<file path="src/rtl/tmr_pkg.sv">
package tmr_pkg;

    typedef enum logic [2:0] {
        RA_LOAD  = 3'd0,
        RA_COUNT = 3'd1,
        RA_CTRL  = 3'd2,
        RA_IEN   = 3'd3,
        RA_ISTAT = 3'd4,
        RA_CFG   = 3'd5,
        RA_PEND  = 3'd6,
        RA_NONE  = 3'd7
    } reg_addr_e;

    typedef enum logic [1:0] {
        SY_IDLE  = 2'd0,
        SY_WAIT  = 2'd1,
        SY_APPLY = 2'd2
    } sync_state_e;

    // timer-side register count; one-hot select bit index equals its address
    localparam int NUM_TREG    = 3;
    localparam int SEL_LOAD    = 0;
    localparam int SEL_COUNT   = 1;
    localparam int SEL_CTRL    = 2;
    localparam int CTRL_RUN    = 0;
    localparam int CTRL_RELOAD = 1;

    typedef logic [NUM_TREG-1:0] treg_sel_t;

endpackage

</file>
<file path="src/rtl/tmr_post_sync.sv">
module tmr_post_sync
    import tmr_pkg::*;
#(
    parameter int DW          = 32,
    parameter int SYNC_CYCLES = 3
) (
    input  logic          clk,
    input  logic          rst_n,
    input  logic          posted,
    input  logic          wr_req,
    input  treg_sel_t     wr_sel,
    input  logic [DW-1:0] wr_data,
    output logic          wr_ready,
    output logic          apply_en,
    output treg_sel_t     apply_sel,
    output logic [DW-1:0] apply_data,
    output treg_sel_t     pend
);
    localparam int CW = (SYNC_CYCLES > 2) ? $clog2(SYNC_CYCLES) : 1;
    localparam logic [CW-1:0] WAIT_LAST = CW'(SYNC_CYCLES - 2);

    sync_state_e   state, state_nx;
    logic [CW-1:0] cnt;
    treg_sel_t     sel_q;
    logic [DW-1:0] data_q;

    // next-state selection
    always_comb begin
        state_nx = state;
        unique case (state)
            SY_IDLE:  if (wr_req)           state_nx = SY_WAIT;   // capture
            SY_WAIT:  if (cnt == WAIT_LAST) state_nx = SY_APPLY;  // wait done
            SY_APPLY:                       state_nx = SY_IDLE;   // apply
            default:                        state_nx = SY_IDLE;
        endcase
    end

    // state register
    always_ff @(posedge clk or negedge rst_n) begin
        if (!rst_n) state <= SY_IDLE;
        else        state <= state_nx;
    end

    // captured write and wait counter
    always_ff @(posedge clk or negedge rst_n) begin
        if (!rst_n) begin
            cnt    <= '0;
            sel_q  <= '0;
            data_q <= '0;
        end else if (state == SY_IDLE && wr_req) begin
            cnt    <= '0;
            sel_q  <= wr_sel;
            data_q <= wr_data;
        end else if (state == SY_WAIT) begin
            cnt    <= cnt + 1'b1;
        end
    end

    // outputs
    always_comb begin
        wr_ready   = posted ? (state == SY_IDLE) : (state == SY_APPLY);
        apply_en   = (state == SY_APPLY);
        apply_sel  = sel_q;
        apply_data = data_q;
        pend       = (state != SY_IDLE) ? sel_q : '0;
    end

    AST_PEND_ONEHOT: assert property (@(posedge clk) disable iff (!rst_n)
        $onehot0(pend));
    AST_ACCEPT_PENDS: assert property (@(posedge clk) disable iff (!rst_n)
        (state == SY_IDLE && wr_req && wr_sel != '0) |=> (pend != '0));
    AST_APPLY_ONCE: assert property (@(posedge clk) disable iff (!rst_n)
        apply_en |=> !apply_en);
    AST_WAIT_BOUND: assert property (@(posedge clk) disable iff (!rst_n)
        (state == SY_WAIT) |-> (cnt <= WAIT_LAST));
    AST_NP_HOLD: assert property (@(posedge clk) disable iff (!rst_n)
        (!posted && wr_ready) |=> (state == SY_IDLE));

endmodule

</file>
<file path="src/rtl/tmr_counter.sv">
module tmr_counter
    import tmr_pkg::*;
#(
    parameter int DW = 32
) (
    input  logic          clk,
    input  logic          rst_n,
    input  logic          tick,
    input  logic          apply_en,
    input  treg_sel_t     apply_sel,
    input  logic [DW-1:0] apply_data,
    output logic [DW-1:0] count,
    output logic [DW-1:0] load,
    output logic          run,
    output logic          reload,
    output logic          ovf
);
    logic wr_load, wr_count, wr_ctrl;

    always_comb begin
        wr_load  = apply_en && apply_sel[SEL_LOAD];
        wr_count = apply_en && apply_sel[SEL_COUNT];
        wr_ctrl  = apply_en && apply_sel[SEL_CTRL];
        ovf      = run && tick && (count == '1) && !wr_count;
    end

    always_ff @(posedge clk or negedge rst_n) begin
        if (!rst_n)                count <= '0;
        else if (wr_count)         count <= apply_data;
        else if (run && tick)      count <= (count == '1 && reload) ? load : count + 1'b1;
    end

    always_ff @(posedge clk or negedge rst_n) begin
        if (!rst_n)       load <= '0;
        else if (wr_load) load <= apply_data;
    end

    always_ff @(posedge clk or negedge rst_n) begin
        if (!rst_n) begin
            run    <= 1'b0;
            reload <= 1'b0;
        end else if (wr_ctrl) begin
            run    <= apply_data[CTRL_RUN];
            reload <= apply_data[CTRL_RELOAD];
        end else if (ovf && !reload) begin
            run    <= 1'b0;
        end
    end

    AST_COUNT_STEP: assert property (@(posedge clk) disable iff (!rst_n)
        (run && tick && count != '1 && !wr_count) |=> (count == $past(count) + 1'b1));
    AST_TICK_IDLE: assert property (@(posedge clk) disable iff (!rst_n)
        (!tick && !wr_count) |=> $stable(count));
    AST_RELOAD_LOAD: assert property (@(posedge clk) disable iff (!rst_n)
        (ovf && reload) |=> (count == $past(load)));
    AST_ONESHOT_STOP: assert property (@(posedge clk) disable iff (!rst_n)
        (ovf && !reload && !wr_ctrl) |=> (!run && count == '0));
    AST_FROZEN: assert property (@(posedge clk) disable iff (!rst_n)
        (!run && !wr_count) |=> $stable(count));

endmodule

</file>
<file path="src/rtl/tmr_upcount.sv">
module tmr_upcount
    import tmr_pkg::*;
#(
    parameter int DW          = 32,
    parameter int SYNC_CYCLES = 3
) (
    input  logic          clk,
    input  logic          rst_n,
    input  logic          tick,
    input  logic          reg_wr,
    input  logic [2:0]    reg_addr,
    input  logic [DW-1:0] reg_wdata,
    output logic          reg_wr_ready,
    output logic [DW-1:0] reg_rdata,
    output logic          irq
);
    reg_addr_e     addr_e;
    treg_sel_t     wr_sel, apply_sel, pend;
    logic          is_treg, wr_req, sync_ready, apply_en;
    logic [DW-1:0] apply_data, count, load;
    logic          run, reload, ovf;
    logic          posted_q, ien_q, stat_q, stat_clr;

    assign addr_e = reg_addr_e'(reg_addr);

    // one-hot select: bit index equals register address
    for (genvar gi = 0; gi < NUM_TREG; gi++) begin : g_sel
        assign wr_sel[gi] = (reg_addr == 3'(gi));
    end

    assign is_treg      = (wr_sel != '0);
    assign wr_req       = reg_wr && is_treg;
    assign reg_wr_ready = is_treg ? sync_ready : 1'b1;
    assign stat_clr     = reg_wr && (addr_e == RA_ISTAT) && reg_wdata[0];

    tmr_post_sync #(.DW(DW), .SYNC_CYCLES(SYNC_CYCLES)) u_sync (
        .clk        (clk),
        .rst_n      (rst_n),
        .posted     (posted_q),
        .wr_req     (wr_req),
        .wr_sel     (wr_sel),
        .wr_data    (reg_wdata),
        .wr_ready   (sync_ready),
        .apply_en   (apply_en),
        .apply_sel  (apply_sel),
        .apply_data (apply_data),
        .pend       (pend)
    );

    tmr_counter #(.DW(DW)) u_cnt (
        .clk        (clk),
        .rst_n      (rst_n),
        .tick       (tick),
        .apply_en   (apply_en),
        .apply_sel  (apply_sel),
        .apply_data (apply_data),
        .count      (count),
        .load       (load),
        .run        (run),
        .reload     (reload),
        .ovf        (ovf)
    );

    always_ff @(posedge clk or negedge rst_n) begin
        if (!rst_n) begin
            posted_q <= 1'b0;
            ien_q    <= 1'b0;
            stat_q   <= 1'b0;
        end else begin
            if (reg_wr && addr_e == RA_CFG) posted_q <= reg_wdata[0];
            if (reg_wr && addr_e == RA_IEN) ien_q    <= reg_wdata[0];
            stat_q <= ovf || (stat_q && !stat_clr);
        end
    end

    assign irq = stat_q && ien_q;

    always_comb begin
        reg_rdata = '0;
        unique case (addr_e)
            RA_LOAD:  reg_rdata = load;
            RA_COUNT: reg_rdata = count;
            RA_CTRL: begin
                reg_rdata[CTRL_RUN]    = run;
                reg_rdata[CTRL_RELOAD] = reload;
            end
            RA_IEN:   reg_rdata[0] = ien_q;
            RA_ISTAT: reg_rdata[0] = stat_q;
            RA_CFG:   reg_rdata[0] = posted_q;
            RA_PEND:  reg_rdata[NUM_TREG-1:0] = pend;
            RA_NONE:  reg_rdata = '0;
            default:  reg_rdata = '0;
        endcase
    end

    AST_FLAG_SET: assert property (@(posedge clk) disable iff (!rst_n)
        ovf |=> stat_q);
    AST_FLAG_STICKY: assert property (@(posedge clk) disable iff (!rst_n)
        (stat_q && !stat_clr) |=> stat_q);
    AST_IRQ_HOLD: assert property (@(posedge clk) disable iff (!rst_n)
        (irq && !stat_clr && !(reg_wr && addr_e == RA_IEN)) |=> irq);

endmodule

</file>
<file path="config.mk">
export PLATFORM = sky130hd
export DESIGN_NAME = tmr_upcount
export DESIGN_NICKNAME = d
export VERILOG_FILES = /design/src/rtl/tmr_pkg.sv /design/src/rtl/tmr_post_sync.sv /design/src/rtl/tmr_counter.sv /design/src/rtl/tmr_upcount.sv
export SDC_FILE = /design/constraint.sdc
export NUM_CORES = 1
export LEC_CHECK = 0
export ABC_CLOCK_PERIOD_IN_PS = 2250
export BUFFER_PORTS_ARGS = -buffer_cell sky130_fd_sc_hd__buf_4
export CAP_MARGIN = 20
export CORE_ASPECT_RATIO = 1.1
export CORE_MARGIN = 4
export CORE_UTILIZATION = 60
export CTS_BUF_LIST = sky130_fd_sc_hd__clkbuf_8
export DETAILED_ROUTE_END_ITERATION = 8
export GPL_ROUTABILITY_DRIVEN = 0
export PLACE_DENSITY_LB_ADDON = 0.15
export REMOVE_ABC_BUFFERS = 1
export SLEW_MARGIN = 20
export SYNTH_ARGS = -nofsm -noshare
export SYNTH_HDL_FRONTEND = slang
export SYNTH_HIERARCHICAL = 1
export SYNTH_SLANG_ARGS = --single-unit
</file>
<file path="constraint.sdc">
create_clock -name clk -period 2.25 [get_ports clk]
set_input_delay 0.1125 -clock clk [delete_from_list [all_inputs] [get_ports clk]]
set_output_delay 0.1125 -clock clk [all_outputs]
set_load 0.1 [all_outputs]
</file>
==> results by group <==
Power and ir drop
  • Maximum vdd ir drop: 0.695 mV
  • Internal power contribution: 4.27 mW
  • Psw: ~2.6 mW
  • Reported leakage power: around 3.2 nW
  • Share of total power in combinational logic: 32.2%
  • Share of total power in the clock network: 18.0%
  • Switching share of total power: 38.1%
  • Sequential Power Share: 49.8%
  • Power density over cell area: 979 mW/mm2
  • Sum of internal, switching and leakage power: between 6 and 7 mW

Logic synthesis
  • Synthesized netlist cell count: between 500 and 600
  • Yosys cell types: 62
  • Number of enable flip-flop cells after synthesis: 0
  • Register bit total from synthesis: 108
  • Yosys warnings: 6
  • Mean cell area of the mapped netlist: 11.2 um2
  • Ys flop type: dfrtp_1
  • Area contributors post-synth: dfrtp_1, mux2_2, a22o_1
  • Share of flip-flops with an asynchronous set or reset after synthesis: 100%
  • Sequential area share after synthesis: 47.1%
  • Yosys top cell by area: dfrtp_1
  • Netlist Area Pre-Place: around 0.0057 mm2
  • Proportion of netlist area held by the largest area contributor: 47.1%

Global route
  • Global-route usage over all layers: 27.0%
  • Largest net degree at the start of global routing: 49
  • Via count of the first global-routing pass: slightly below 5k
  • Wire length of the first global-routing pass: 24100 um
  • Initial antenna violation count: 0
  • Total grt overflow: 0

Die
  • IO Count: 73
  • Die Y: 111 um
  • Core Area: 0.00935 mm2
  • Initial standard-cell utilization of the core: about three fifths
  • Overall die width: 101 um
  • Die Outline Area: ~0.011 mm2
  • Number of rows created at floorplan: 37

STA
  • Time the worst path needs with I/O delays and setup: 2150 ps
  • Final Hold Violating Endpoints: 0
  • Measured slew at the worst slew-check pin: approximately 1000 ps
  • Final period utilization: 95.4%
  • Setup TNS: 0 ps
  • Clock skew after layout: 7.13 ps
  • Fmax achieved: 466 MHz
  • Setup repair after global routing missed its margin: false
  • # setup viols final: 0
  • Max transition margin: 33.0%
  • Max Slew Vio Count: 0

Cells and area
  • Post-synthesis to final-layout area growth: 22.9%
  • Non-filler cells, final: 751
  • Leading cell type in the layout, fill and taps excluded: dfrtp_1
  • Post-layout nets: 670
  • Proportion of layout cells with a drive suffix above 1: 31.7%
  • Number of antenna cells inserted: 0
  • Highest-count cells in the layout ignoring fill and taps: dfrtp_1, buf_4, mux2_2
  • Final instance area: 0.00705 mm2
  • Utilization of the core after routing: approximately three quarters

Setup path
  • Largest incremental delay on the critical path: 420 ps
  • Element type at the critical path end: flop
  • Cell family with the largest share of critical-path delay: simple AND/OR/NAND/NOR gates
  • Cell chain of the critical path: ha_1 -> nand3_2 -> nor4_4 -> nand2_2 -> o41a_1 -> mux2_4
  • Crit path buffers/inverters: 0
  • Crit path required time: 2510 ps
  • Data arrival at the endpoint of the critical path: 2410 ps
  • Setup Crit Path Kind: flop to flop
  • CP max FO: 7
  • Standard cell with the maximum stage delay on the critical path: nor4_4
  • Launching element type of the critical path: flop

Route
  • Routed metal-1 wirelength: approximately 6200 um
  • Total vias in the final route: ~4.7k
  • WL/cell: 19.4 um
  • Antenna Nets Post-Route: 0
  • Final WL: ~15000 um
  • Starting DRT DRC Count: 232
  • Routed via count divided by cell count: 6.25
  • Routed length on met2: 7450 um
  • Pre-antenna DRT Iters: 5
  • Routed length on met3: between 600 and 700 um
  • Final routed DRC violation total: 0
  • Highest layer used for signal routing: met4

Clocking
  • CTS Sinks: 108
  • Maximum count of clock buffers along a single path: 2
  • Clock Latency Late Sink: 370 ps
  • Worst-path clk slew: 100 ps
  • Buffer cell driving the clock tree root: clkbuf_8
  • Num CTS Buffers: 9
  • # Post-CTS Setup Buffers: 0
  • Maximum level of the CTS H-tree: 3
  • Clock tree from TritonCTS: yes

Placed design
  • HPWL Detailed: 9530 um
  • Cell area after placement: 0.00650 mm2
  • Placed instance count: 702
  • Count of input and output buffers: a little over 70

Worst hold path
  • Class of the tightest hold or removal check: input pin to flop

Run status
  • Result of the run: finished, final reports clean

Run
  • Number of maximum-capacitance constraint violations: 0
## worst paths after layout
path                                start  slack, ps  cells after the start                    end
max                        u_cnt/count[1]        100                      6              u_cnt/run
min in group asynchronous           rst_n        270                      2  u_sync/apply_data[27]
min reg2reg                 u_sync/cnt[1]        490                      1          u_sync/cnt[1]
max reg2reg                u_cnt/count[1]        100                      6              u_cnt/run
max in group asynchronous           rst_n       1270                      3         u_cnt/count[8]
min                                reg_wr        140                      3                  ien_q
## synthesized netlist by cell type (4+ instances only)
master	number
a21oi_1	13
mux2i_1	11
a31oi_1	11
inv_1	9
xor2_1	15
xnor2_1	4
buf_6	4
buf_2	11
a22o_1	33
dfrtp_1	108
nand2_1	25
mux2_2	66
mux2_1	4
and2_1	4
nor3_1	9
nand3_1	12
and4_1	10
a22oi_1	23
o21ai_0	39
nor2b_1	4
nor2_1	19
nand4_1	8
nor4_1	6
clkbuf_1	9
## stage by stage
step                      hold WS (ps)  setup slack (ps)
after floorplan                   -183              -662
after CTS                          119              55.3
after global placement             158               172
final                              138               103
after global routing               116              13.4
after detailed placement           157              73.8
## power groups by stage
| stage | Combinational [mW] | Sequential [mW] | Clock (mW) |
|---|---|---|---|
| after floorplan | 1.64 | 3.23 | 0 |
| after global placement | 2.08 | 3.42 | 0 |
| after detailed placement | 2.15 | 3.46 | 0 |
| after CTS | 2.22 | 3.44 | 1.27 |
| after global routing | 2.41 | 3.56 | 1.36 |
| final | 2.22 | 3.44 | 1.24 |
## worst min-delay path, stage by stage
cell and delay (ps):
buf_4 120, nand4b_1 90, mux2_2 160
## per-layer routing
layer / track usage [%] / up-vias
met3: 3.85 / 27
li1: - / 2182
met2: 45.2 / 147
met1: 35.7 / 2339
met5: 0 / -
met4: 8.95 / 0
## registers in the layout, summed over array words and instances, names as in the netlist
name,flops
u_cnt/run,1
u_sync/cnt,2
posted_q,1
u_cnt/count,32
u_sync/state,2
u_sync/apply_data,32
stat_q,1
ien_q,1
u_cnt/reload,1
u_sync/apply_sel,3
u_cnt/load,32
## cell type report
cell class,count,area (um2)
fill,646,2300
clock buffer,11,151
clock inverter,5,57.6
tap,117,146
inverter,9,33.8
multi-input combinational,366,2850
timing repair buffer,135,1110
sequential,108,2700
## logic make-up after synthesis
group	after synthesis	share of synthesized area, %
and+or+nand+nor	123	13.3
DFF	108	47.1
xor gates and xnor gates	19	2.90
AOI/OAI and AO/OA	140	16.8
buffers and inverters	40	3.60
adders and majority gates	2	0.436
muxes	82	15.9
## repair_timing
action,4_1_cts,5_1_grt
endpoints found under the setup margin,0,4
hold buffers,33,0
endpoints found under the hold margin,78,0
resized for setup,0,3
(Power assumes the default switching activity.)
